## config.mk

```make
export PLATFORM = sky130hd
export DESIGN_NAME = mdio_master
export DESIGN_NICKNAME = d
export VERILOG_FILES = /design/src/rtl/mdio_master_pkg.sv /design/src/rtl/mdio_half_timer.sv /design/src/rtl/mdio_slot_decode.sv /design/src/rtl/mdio_rx_shift.sv /design/src/rtl/mdio_master.sv
export SDC_FILE = /design/constraint.sdc
export NUM_CORES = 1
export LEC_CHECK = 0
export BUFFER_PORTS_ARGS = -buffer_cell sky130_fd_sc_hd__buf_2
export CELL_PAD_IN_SITES_DETAIL_PLACEMENT = 1
export CELL_PAD_IN_SITES_GLOBAL_PLACEMENT = 1
export CORE_ASPECT_RATIO = 0.5
export CORE_UTILIZATION = 44
export CTS_CLUSTER_DIAMETER = 150
export DETAILED_ROUTE_END_ITERATION = 8
export HOLD_SLACK_MARGIN = 0.02
export PLACE_DENSITY = 0.76
export SETUP_SLACK_MARGIN = 0.4
export SLEW_MARGIN = 10
export SYNTH_ARGS = -nofsm -noshare
export SYNTH_HDL_FRONTEND = slang
export SYNTH_HIERARCHICAL = 1
export SYNTH_SLANG_ARGS = --single-unit
```

## constraint.sdc

```tcl
create_clock -name clk -period 3.4 [get_ports clk]
set_input_delay 0.68 -clock clk [delete_from_list [all_inputs] [get_ports clk]]
set_output_delay 0.68 -clock clk [all_outputs]
set_load 0.02 [all_outputs]
```

## src/rtl/mdio_master_pkg.sv

```systemverilog
package mdio_master_pkg;

   // Frame section that the current slot belongs to
   typedef enum logic [2:0] {
      SEC_PRE,
      SEC_HDR,
      SEC_TA,
      SEC_WDATA,
      SEC_RDATA,
      SEC_TAIL,
      SEC_RECOV
   } sec_e;

endpackage

```

## src/rtl/mdio_half_timer.sv

```systemverilog
module mdio_half_timer #(
   parameter int DIV_W = 8
) (
   input  logic             clk,
   input  logic             rst,
   input  logic             start_i,
   input  logic             run_i,
   input  logic [DIV_W-1:0] div_i,
   output logic             tick_o
);

   logic [DIV_W-1:0] half_q;
   logic [DIV_W-1:0] cnt_q;

   assign tick_o = run_i && (cnt_q == half_q - DIV_W'(1));

   always_ff @(posedge clk) begin
      if (rst) begin
         half_q <= DIV_W'(1);
         cnt_q  <= '0;
      end else if (start_i) begin
         half_q <= (div_i == '0) ? DIV_W'(1) : div_i;
         cnt_q  <= '0;
      end else if (run_i) begin
         cnt_q <= tick_o ? '0 : cnt_q + DIV_W'(1);
      end
   end

endmodule

```

## src/rtl/mdio_slot_decode.sv

```systemverilog
module mdio_slot_decode
   import mdio_master_pkg::*;
#(
   parameter int ADDR_W  = 5,
   parameter int DATA_W  = 16,
   parameter int PRE_LEN = 32,
   parameter int SLOT_W  = 7
) (
   input  logic [SLOT_W-1:0] slot_i,
   input  logic              rd_i,
   input  logic              recov_i,
   input  logic [ADDR_W-1:0] phy_i,
   input  logic [ADDR_W-1:0] reg_i,
   input  logic [DATA_W-1:0] wdata_i,
   output sec_e              sec_o,
   output logic              oe_o,
   output logic              bit_o
);

   localparam int HDR_W   = 4 + 2 * ADDR_W;
   localparam int TA_SLOT = PRE_LEN + HDR_W;

   logic [HDR_W-1:0] hdr_v;
   int               s;

   assign hdr_v = {2'b01, (rd_i ? 2'b10 : 2'b01), phy_i, reg_i};

   always_comb begin
      s     = int'(slot_i);
      sec_o = SEC_PRE;
      oe_o  = 1'b1;
      bit_o = 1'b1;
      if (s < PRE_LEN) begin
         sec_o = SEC_PRE;
      end else if (s < TA_SLOT) begin
         sec_o = SEC_HDR;
         bit_o = |(hdr_v & (HDR_W'(1) << (HDR_W - 1 - (s - PRE_LEN))));
      end else if (!rd_i) begin
         if (s < TA_SLOT + 2) begin
            sec_o = SEC_TA;
            bit_o = (s == TA_SLOT);
         end else if (s < TA_SLOT + 2 + DATA_W) begin
            sec_o = SEC_WDATA;
            bit_o = |(wdata_i & (DATA_W'(1) << (DATA_W - 1 - (s - TA_SLOT - 2))));
         end else begin
            sec_o = SEC_TAIL;
            oe_o  = 1'b0;
            bit_o = 1'b0;
         end
      end else begin
         oe_o  = 1'b0;
         bit_o = 1'b0;
         if (s == TA_SLOT)              sec_o = SEC_TA;
         else if (recov_i)              sec_o = SEC_RECOV;
         else if (s <= TA_SLOT + DATA_W) sec_o = SEC_RDATA;
         else                           sec_o = SEC_TAIL;
      end
   end

endmodule

```

## src/rtl/mdio_rx_shift.sv

```systemverilog
module mdio_rx_shift #(
   parameter int DATA_W = 16
) (
   input  logic              clk,
   input  logic              rst,
   input  logic              clr_i,
   input  logic              shift_i,
   input  logic              bit_i,
   output logic [DATA_W-1:0] data_o
);

   always_ff @(posedge clk) begin
      if (rst || clr_i)  data_o <= '0;
      else if (shift_i)  data_o <= {data_o[DATA_W-2:0], bit_i};
   end

endmodule

```

## src/rtl/mdio_master.sv

```systemverilog
module mdio_master
   import mdio_master_pkg::*;
#(
   parameter int ADDR_W    = 5,
   parameter int DATA_W    = 16,
   parameter int DIV_W     = 8,
   parameter int PRE_LEN   = 32,
   parameter int RECOV_LEN = 32
) (
   input  logic              clk,
   input  logic              rst,
   input  logic              req_valid_i,
   output logic              req_ready_o,
   input  logic              req_read_i,
   input  logic [ADDR_W-1:0] req_phy_i,
   input  logic [ADDR_W-1:0] req_reg_i,
   input  logic [DATA_W-1:0] req_wdata_i,
   input  logic [DIV_W-1:0]  half_div_i,
   output logic              done_o,
   output logic [DATA_W-1:0] rd_data_o,
   output logic              err_o,
   output logic              mdc_o,
   output logic              mdio_o,
   output logic              mdio_oe_o,
   input  logic              mdio_i
);

   localparam int HDR_W    = 4 + 2 * ADDR_W;
   localparam int TA_SLOT  = PRE_LEN + HDR_W;
   localparam int LAST_WR  = TA_SLOT + 2 + DATA_W;
   localparam int LAST_RD  = TA_SLOT + DATA_W + 2;
   localparam int LAST_ERR = TA_SLOT + RECOV_LEN;
   localparam int MAX_A    = (LAST_WR > LAST_RD) ? LAST_WR : LAST_RD;
   localparam int MAX_LAST = (MAX_A > LAST_ERR) ? MAX_A : LAST_ERR;
   localparam int SLOT_W   = $clog2(MAX_LAST + 1);

   // elaboration-time parameter checks
   if (ADDR_W < 1)    begin : g_bad_addr  $error("ADDR_W must be at least 1");  end
   if (DATA_W < 2)    begin : g_bad_data  $error("DATA_W must be at least 2");  end
   if (DIV_W < 1)     begin : g_bad_div   $error("DIV_W must be at least 1");   end
   if (PRE_LEN < 1)   begin : g_bad_pre   $error("PRE_LEN must be at least 1"); end
   if (RECOV_LEN < 1) begin : g_bad_recov $error("RECOV_LEN must be at least 1"); end

   logic              busy_q, phase_q, rd_q, recov_q, done_q, err_q;
   logic [SLOT_W-1:0] slot_q, last_slot;
   logic [ADDR_W-1:0] phy_q, reg_q;
   logic [DATA_W-1:0] wd_q, rd_data_q, shift_data;
   logic              tick, accept, end_high, at_last, ta_fail;
   logic              dec_oe, dec_bit;
   sec_e              sec;

   assign accept   = req_valid_i && !busy_q;
   assign end_high = busy_q && tick && phase_q;

   always_comb begin
      if (!rd_q)        last_slot = SLOT_W'(LAST_WR);
      else if (recov_q) last_slot = SLOT_W'(LAST_ERR);
      else              last_slot = SLOT_W'(LAST_RD);
   end

   assign at_last = (slot_q == last_slot);
   assign ta_fail = end_high && rd_q && (sec == SEC_TA) && mdio_i;

   mdio_half_timer #(.DIV_W(DIV_W)) u_timer (
      .clk     (clk),
      .rst     (rst),
      .start_i (accept),
      .run_i   (busy_q),
      .div_i   (half_div_i),
      .tick_o  (tick)
   );

   mdio_slot_decode #(
      .ADDR_W  (ADDR_W),
      .DATA_W  (DATA_W),
      .PRE_LEN (PRE_LEN),
      .SLOT_W  (SLOT_W)
   ) u_decode (
      .slot_i  (slot_q),
      .rd_i    (rd_q),
      .recov_i (recov_q),
      .phy_i   (phy_q),
      .reg_i   (reg_q),
      .wdata_i (wd_q),
      .sec_o   (sec),
      .oe_o    (dec_oe),
      .bit_o   (dec_bit)
   );

   mdio_rx_shift #(.DATA_W(DATA_W)) u_rx (
      .clk     (clk),
      .rst     (rst),
      .clr_i   (accept),
      .shift_i (end_high && (sec == SEC_RDATA)),
      .bit_i   (mdio_i),
      .data_o  (shift_data)
   );

   always_ff @(posedge clk) begin
      if (rst) begin
         busy_q    <= 1'b0;
         phase_q   <= 1'b0;
         slot_q    <= '0;
         rd_q      <= 1'b0;
         recov_q   <= 1'b0;
         phy_q     <= '0;
         reg_q     <= '0;
         wd_q      <= '0;
         done_q    <= 1'b0;
         err_q     <= 1'b0;
         rd_data_q <= '0;
      end else begin
         done_q <= 1'b0;
         if (accept) begin
            busy_q  <= 1'b1;
            phase_q <= 1'b0;
            slot_q  <= '0;
            recov_q <= 1'b0;
            rd_q    <= req_read_i;
            phy_q   <= req_phy_i;
            reg_q   <= req_reg_i;
            wd_q    <= req_wdata_i;
         end else if (busy_q && tick) begin
            if (!phase_q) begin
               phase_q <= 1'b1;
            end else begin
               if (ta_fail) recov_q <= 1'b1;
               phase_q <= 1'b0;
               if (at_last) begin
                  busy_q    <= 1'b0;
                  done_q    <= 1'b1;
                  err_q     <= recov_q;
                  rd_data_q <= (rd_q && !recov_q) ? shift_data : '0;
               end else begin
                  slot_q <= slot_q + SLOT_W'(1);
               end
            end
         end
      end
   end

   assign req_ready_o = !busy_q;
   assign mdc_o       = !busy_q || phase_q;
   assign mdio_oe_o   = busy_q && dec_oe;
   assign mdio_o      = busy_q && dec_oe && dec_bit;
   assign done_o      = done_q;
   assign err_o       = err_q;
   assign rd_data_o   = rd_data_q;

endmodule

```

==> After elaboration in Yosys (flattened, before gate mapping) <==
Cells that the tools add are included.
{ "totals": {"ff_bits": 87, "elab_cells": 97} }
{ "op_classes": {"n_addsub": 8, "n_lt_le_gt_ge": 5, "n_eq_ne": 5, "shifts": 2, "n_mux": 30, "bitwise_logic": 6, "reduce_logical": 27} }
{ "op_table": {"columns": ["op", "count"], "rows": [
  ["subtractor 5 x 32 -> 32 bit (first input constant)", 2],
  ["left shift 1 x 32 -> 14 bit (first input constant)", 1],
  ["left shift 1 x 32 -> 16 bit (first input constant)", 1],
  ["subtractor 32 x 3 -> 32 bit (second input constant)", 1],
  ["< comparator 7 x 6 -> 1 bit (second input constant)", 3],
  ["2-to-1 mux 3 bit", 7],
  ["2-to-1 mux 1 bit", 17],
  ["bitwise AND 16 bit", 1],
  ["2-to-1 mux 16 bit", 1],
  ["2-to-1 mux 8 bit", 2],
  ["OR reduction 16 bit", 1],
  ["subtractor 7 x 6 -> 8 bit (second input constant)", 2],
  ["bitwise AND 13 x 14 -> 14 bit", 1],
  ["OR reduction 14 bit", 1],
  ["logical AND 1 bit", 11],
  ["AND reduction 3 bit", 3],
  ["adder 8 x 1 -> 8 bit (second input constant)", 1],
  ["equality test 8 bit", 1],
  ["zero test 8 bit", 1],
  ["2-to-1 mux 4 bit", 2],
  ["subtractor 8 x 1 -> 8 bit (second input constant)", 1],
  ["adder 7 x 1 -> 7 bit (second input constant)", 1],
  ["equality test 7 bit", 1],
  ["equality test 7 bit (second input constant)", 1],
  ["other kinds (12)", 19]
]} }

==> Longest topological paths before layout <==
{ "logic_depth": {"word_depth": 12, "ltp_mapped": 13, "ltp_nobuf": 10} }

==> By module <==
Netlist, hierarchy kept.
{ "modules_own_cells": {"columns": ["module", "n_inst", "cells_each", "area_each_um2"], "rows": [
  ["mdio_master", 1, 225, 2108.3],
  ["mdio_half_timer", 1, 106, 938.4],
  ["mdio_slot_decode", 1, 116, 789.5],
  ["mdio_rx_shift", 1, 53, 581.8]
]} }

==> Worst setup path before layout <==
OpenSTA, ideal clock, no wires.
{ "synth_path": {"kind": "reg-to-reg", "startpoint": "register u_timer.half_q[0]", "endpoint": "register u_rx.data_o[10]", "arrival_time_ns": 2.820, "required_ns": 3.286, "setup_slack_ns": 0.466, "path_stages_with_launch": 14, "path_buffers": 3, "cell_sequence": "dfxtp_1 -> inv_1 -> ha_1 -> clkbuf_2 -> o21ba_2 -> a221oi_1 -> a41oi_1 -> a211oi_4 -> nand3_1 -> nor4b_1 -> buf_4 -> buf_6 -> mux2i_1 -> nor2_1"} }
{ "synth_via": {"elab_chain_len": 6} }
{ "synth_lines": {"columns": ["element", "line", "rtl"], "rows": [
  ["start: declaration", "mdio_half_timer.sv:12", "logic [DIV_W-1:0] half_q;"],
  ["start signal: assignment", "mdio_half_timer.sv:22", "half_q <= (div_i == '0) ? DIV_W'(1) : div_i;"],
  ["subtractor 8 x 1 -> 8 bit", "mdio_half_timer.sv:15", "assign tick_o = run_i && (cnt_q == half_q - DIV_W'(1));"],
  ["equality test 8 bit", "mdio_half_timer.sv:15", null],
  ["logical AND 1 bit", "mdio_half_timer.sv:15", null],
  ["net tick", "mdio_master.sv:48", "logic tick, accept, end_high, at_last, ta_fail;"],
  ["logical AND 1 bit (2 in a row)", "mdio_master.sv:53", "assign end_high = busy_q && tick && phase_q;"],
  ["logical AND 1 bit", "mdio_master.sv:94", ".shift_i (end_high && (sec == SEC_RDATA)),"],
  ["end signal: assignment", "mdio_rx_shift.sv:14", "else if (shift_i) data_o <= {data_o[DATA_W-2:0], bit_i};"],
  ["end: declaration", "mdio_rx_shift.sv:9", "output logic [DATA_W-1:0] data_o"]
]} }
The timed path passes the listed nets, and every way through them passes these cells.
A chain may end at the register's enable or synchronous reset.

==> Final worst setup path <==
{ "layout_path": {"startpoint": "register slot_q[5]", "endpoint": "output port mdio_o"} }
{ "layout_via": {"elab_chain_len": 12, "word_cells_on_any_way": 28, "classes_between": "add/sub (5); order compare (4); eq/ne (1); shift (2); mux (10); bitwise (2); reduce/logical (4)"} }
{ "layout_lines": {"columns": ["element", "line", "rtl"], "rows": [
  ["start: declaration", "mdio_master.sv:45", "logic [SLOT_W-1:0] slot_q, last_slot;"],
  ["start signal: assignment", "mdio_master.sv:135", "slot_q <= slot_q + SLOT_W'(1);"],
  ["subtractor 7 x 6 -> 8 bit", "mdio_slot_decode.sv:44", "bit_o = |(wdata_i & (DATA_W'(1) << (DATA_W - 1 - (s - TA_SLOT - 2))));"],
  ["subtractor 32 x 3 -> 32 bit", "mdio_slot_decode.sv:44", null],
  ["subtractor 5 x 32 -> 32 bit", "mdio_slot_decode.sv:44", null],
  ["left shift 1 x 32 -> 16 bit", "mdio_slot_decode.sv:44", null],
  ["bitwise AND 16 bit", "mdio_slot_decode.sv:44", null],
  ["OR reduction 16 bit", "mdio_slot_decode.sv:44", null],
  ["2-to-1 mux 1 bit", "mdio_slot_decode.sv:42", "end else if (s < TA_SLOT + 2 + DATA_W) begin"],
  ["2-to-1 mux 1 bit", "mdio_slot_decode.sv:39", "if (s < TA_SLOT + 2) begin"],
  ["2-to-1 mux 1 bit", "mdio_slot_decode.sv:38", "end else if (!rd_i) begin"],
  ["2-to-1 mux 1 bit", "mdio_slot_decode.sv:35", "end else if (s < TA_SLOT) begin"],
  ["2-to-1 mux 1 bit *", "mdio_slot_decode.sv:33", "if (s < PRE_LEN) begin"],
  ["net dec_bit", "mdio_master.sv:49", "logic dec_oe, dec_bit;"],
  ["logical AND 1 bit *", "mdio_master.sv:145", "assign mdio_o = busy_q && dec_oe && dec_bit;"],
  ["end: declaration", "mdio_master.sv:23", "output logic mdio_o,"]
]} }
Mark *: on every way through the listed nets, which the timed path passes. The rest lies on a longest branch.

==> implementation parameters <==
Parameter                              Value

Outcome
  Run status ... finished, final reports clean

Run
  Maximum Capacitance Violations ... 0

STA
  Final worst-path cycle share ... 0.879
  Number of pins with negative max-slew slack in the final report ... 0
  Number of hold violations in the final report ... 0
  Max Freq ... 335 MHz
  Setup repair after global routing missed its margin ... true
  Final setup violation count ... 0
  Clock Skew ... 0.00516 ns
  Actual slew at the worst max-slew pin ... 1.10 ns
  Tmin final ... 2.99 ns
  Setup tns final ... 0 ns
  Worst slew slack as a fraction of its limit ... 0.248

Power and ir drop
  Lkg Pwr ... 0.00201 µW
  PD cells ... 435 mW/mm²
  Maximum VDD drop ... 0.251 mV

Critical path
  Peak fanout along the critical path ... 3
  Crit. Startpoint ... slot_q[5]
  Startpoint of the most critical register-to-register path ... slot_q[0]
  Crit path launch type ... flop
  Endpoint required time on the critical path ... 2.72 ns
  Critical Path Sink Type ... output pin
  Critical path data arrival time ... 2.31 ns
  Critical path type ... reg2out

Drt
  Vias after detailed routing ... 3808
  Violation count after the first detailed-route iteration ... 192
  Detail Route Antenna Nets ... 0
  Average wire per standard cell ... 16.8 µm
  Residual DRC count ... 0
  Vias per cell ... 5.45
  Detailed Route WL ... 11800 µm
  First-pass detailed-route iteration total ... 4

Die
  Width of the die ... 144 µm
  Placeable Area ... 0.00960 mm²
  Initial standard-cell utilization of the core ... 0.460
  Standard-cell rows ... 25
  Die extent in y ... 72.9 µm
  I/O Pins ... 61
  Die area ... 0.0105 mm²

Logic synthesis
  Top FF cell, synth ... dfxtp_1
  Post-synthesis instance area ... 0.00442 mm²
  Mean instance size in the synthesized netlist ... 8.84 µm²
  Net count of the mapped netlist ... 545
  Fraction of the yosys area taken by sequential cells ... 0.394
  Count of distinct cell types in the synthesized netlist ... 69
  Proportion of register bits with asynchronous set or reset after synthesis ... 0
  Number of enable-type register cells in the synthesized netlist ... 0
  Count of yosys warnings during synthesis ... 6
  Gate count after technology mapping ... 500
  FF+latch count, synth ... 87

Final layout
  Relative area change from synthesis to final layout ... 21.0%
  Final-layout fill cell count ... 1146
  Inserted Diodes ... 0
  Final Net Count ... 604
  Fin cells ... 699
  Share of layout cells above drive strength 1 ... 0.262

Min path
  HP Start ... reg_q[0]
  Class of the tightest hold or removal check ... reg2reg

Clock tree
  TritonCTS clock tree ... done
  Clk_lat worst skew ... 0.34 ns
  CTS clock-pin slew for the worst setup and hold paths ... 0.07 ns
  Number of clock sinks seen by CTS ... 87
  Max Buffers Root-to-Sink ... 2
  Hold buffer count at cts ... 0
  H-tree levels ... 3
  TritonCTS Buffers ... 9
  Clock tree root buffer cell ... clkbuf_16

Global route
  Total overflow reported by the global router ... 0
  First-pass GRT wire length ... 18900 µm
  Largest net degree at the start of global routing ... 36
  Antenna violations before repair ... 0
  Total track usage ... 0.234
  Vias in the first global route ... 3772

Place
  I/O Buffers ... 60
  DP Wirelength ... 7970 µm
  Number of cells in the design after placement ... 677
  Routability congestion estimate ... 0.854
layout make-up:
class                      count  area [µm²]  share of cell area
inverter                      11        41.3             0.00772
multi-input combinational    367        2530               0.473
sequential                    87        1750               0.328
clock buffer                   9         225              0.0421
timing repair buffer          83         533              0.0997
tap                          135         169              0.0316
clock inverter                 7        95.1              0.0178
stage by stage:
stage / worst slack (ns) / cell area [µm²] / hold slack (ns) / util / power, µW
after floorplan: 0.466 / 4420 / 0.432 / - / 1210
after global placement: 0.509 / 4810 / 0.443 / 0.501 / 1270
after detailed placement: 0.355 / 4810 / 0.449 / 0.501 / 1270
after CTS: 0.368 / 5180 / 0.462 / 0.540 / 2350
after global routing: 0.316 / 5350 / 0.484 / 0.557 / 2420
final: 0.412 / 5350 / 0.461 / 0.557 / 2330
report_power, final:
part / internal [µW] / switching, µW / leakage, µW
logic: 76.6 / 106 / 0.00115
registers: 1040 / 27.5 / 0.000709
clock network: 647 / 425 / 0.000156
layer usage:
metal,routed length [µm],GRT usage,share of wire
met1,5440,0.299,0.46
met2,5710,0.403,0.49
met3,459,0.0472,0.039
met4,143,0.0650,0.012
met5,0,0,0
worst max-delay path: stages (launching register included):
cell      delay [ns]
dfxtp_1         0.32
inv_1           0.17
ha_4            0.24
nor4b_2         0.30
mux2i_1         0.13
o31ai_1         0.29
o21ai_1         0.11
o211ai_1        0.08
and3_1          0.21
buf_6           0.12
cell usage in the layout (no fill, tap or decap), types with 5 or more instances in the layout:
cell type,instances
a21oi_1,43
a22o_2,13
and3_1,8
buf_2,59
buf_4,17
clkbuf_16,10
dfxtp_1,81
inv_1,11
mux2i_1,36
nand2_1,69
nand2b_1,7
nand3_1,12
nand3b_1,6
nand4_1,5
nor2_1,39
nor3_1,16
o21ai_0,8
o21ai_1,8
xnor2_1,10
xor2_1,13
state kept, by name, summed over array words and instances (netlist names), 5 cells and up:
register and count:
phy_q 5, rd_data_o 16, reg_q 5, slot_q 7
u_rx/data_o 16, u_timer/cnt_q 8, u_timer/half_q 8, wd_q 16
cells in the mapped netlist, drive strengths merged, types with 3 or more instances:
cell type | count | area (µm²)
a211oi | 4 | 42.5
a21oi | 44 | 224
a22o | 17 | 165
a31oi | 4 | 40.0
and2 | 3 | 18.8
and3 | 8 | 50.1
buf | 25 | 179
clkbuf | 10 | 40.0
dfxtp | 87 | 1740
ha | 6 | 75.1
inv | 11 | 41.3
mux2 | 3 | 37.5
mux2i | 36 | 360
nand2 | 69 | 259
nand2b | 7 | 43.8
nand3 | 14 | 82.6
nand3b | 6 | 45.0
nand4 | 5 | 31.3
nor2 | 39 | 146
nor3 | 16 | 80.1
nor4 | 4 | 55.1
nor4b | 4 | 50.1
o211ai | 3 | 22.5
o21ai | 16 | 80.1
or2 | 4 | 25.0
xnor2 | 10 | 87.6
xor2 | 13 | 114
cells by family after synthesis:
logic type	after synthesis	share of synthesized area
buffers and inverters	46	0.0589
and+or+nand+nor	189	0.219
adders and majority gates	6	0.0170
muxes	39	0.0901
AOI/OAI and AO/OA	110	0.175
xor gates and xnor gates	23	0.0456
DFF	87	0.394
final timing paths:
path | depth (start not counted) | endpoint | slack (ns)
max | 9 | mdio_o | 0.41
min | 2 | reg_q[0] | 0.46
max reg2reg | 9 | u_rx/data_o[10] | 0.57
min reg2reg | 2 | reg_q[0] | 0.46
repair_timing:
item / 4_1_cts / 5_1_grt
pin swaps: 2 / 18
buffers inserted: 0 / 5
gates resized for setup: 13 / 24
setup endpoints to repair: 17 / 35
cloned: 0 / 1
endpoints found under the hold margin: 0 / 0
No activity file was read; power rests on OpenSTA's default activity.
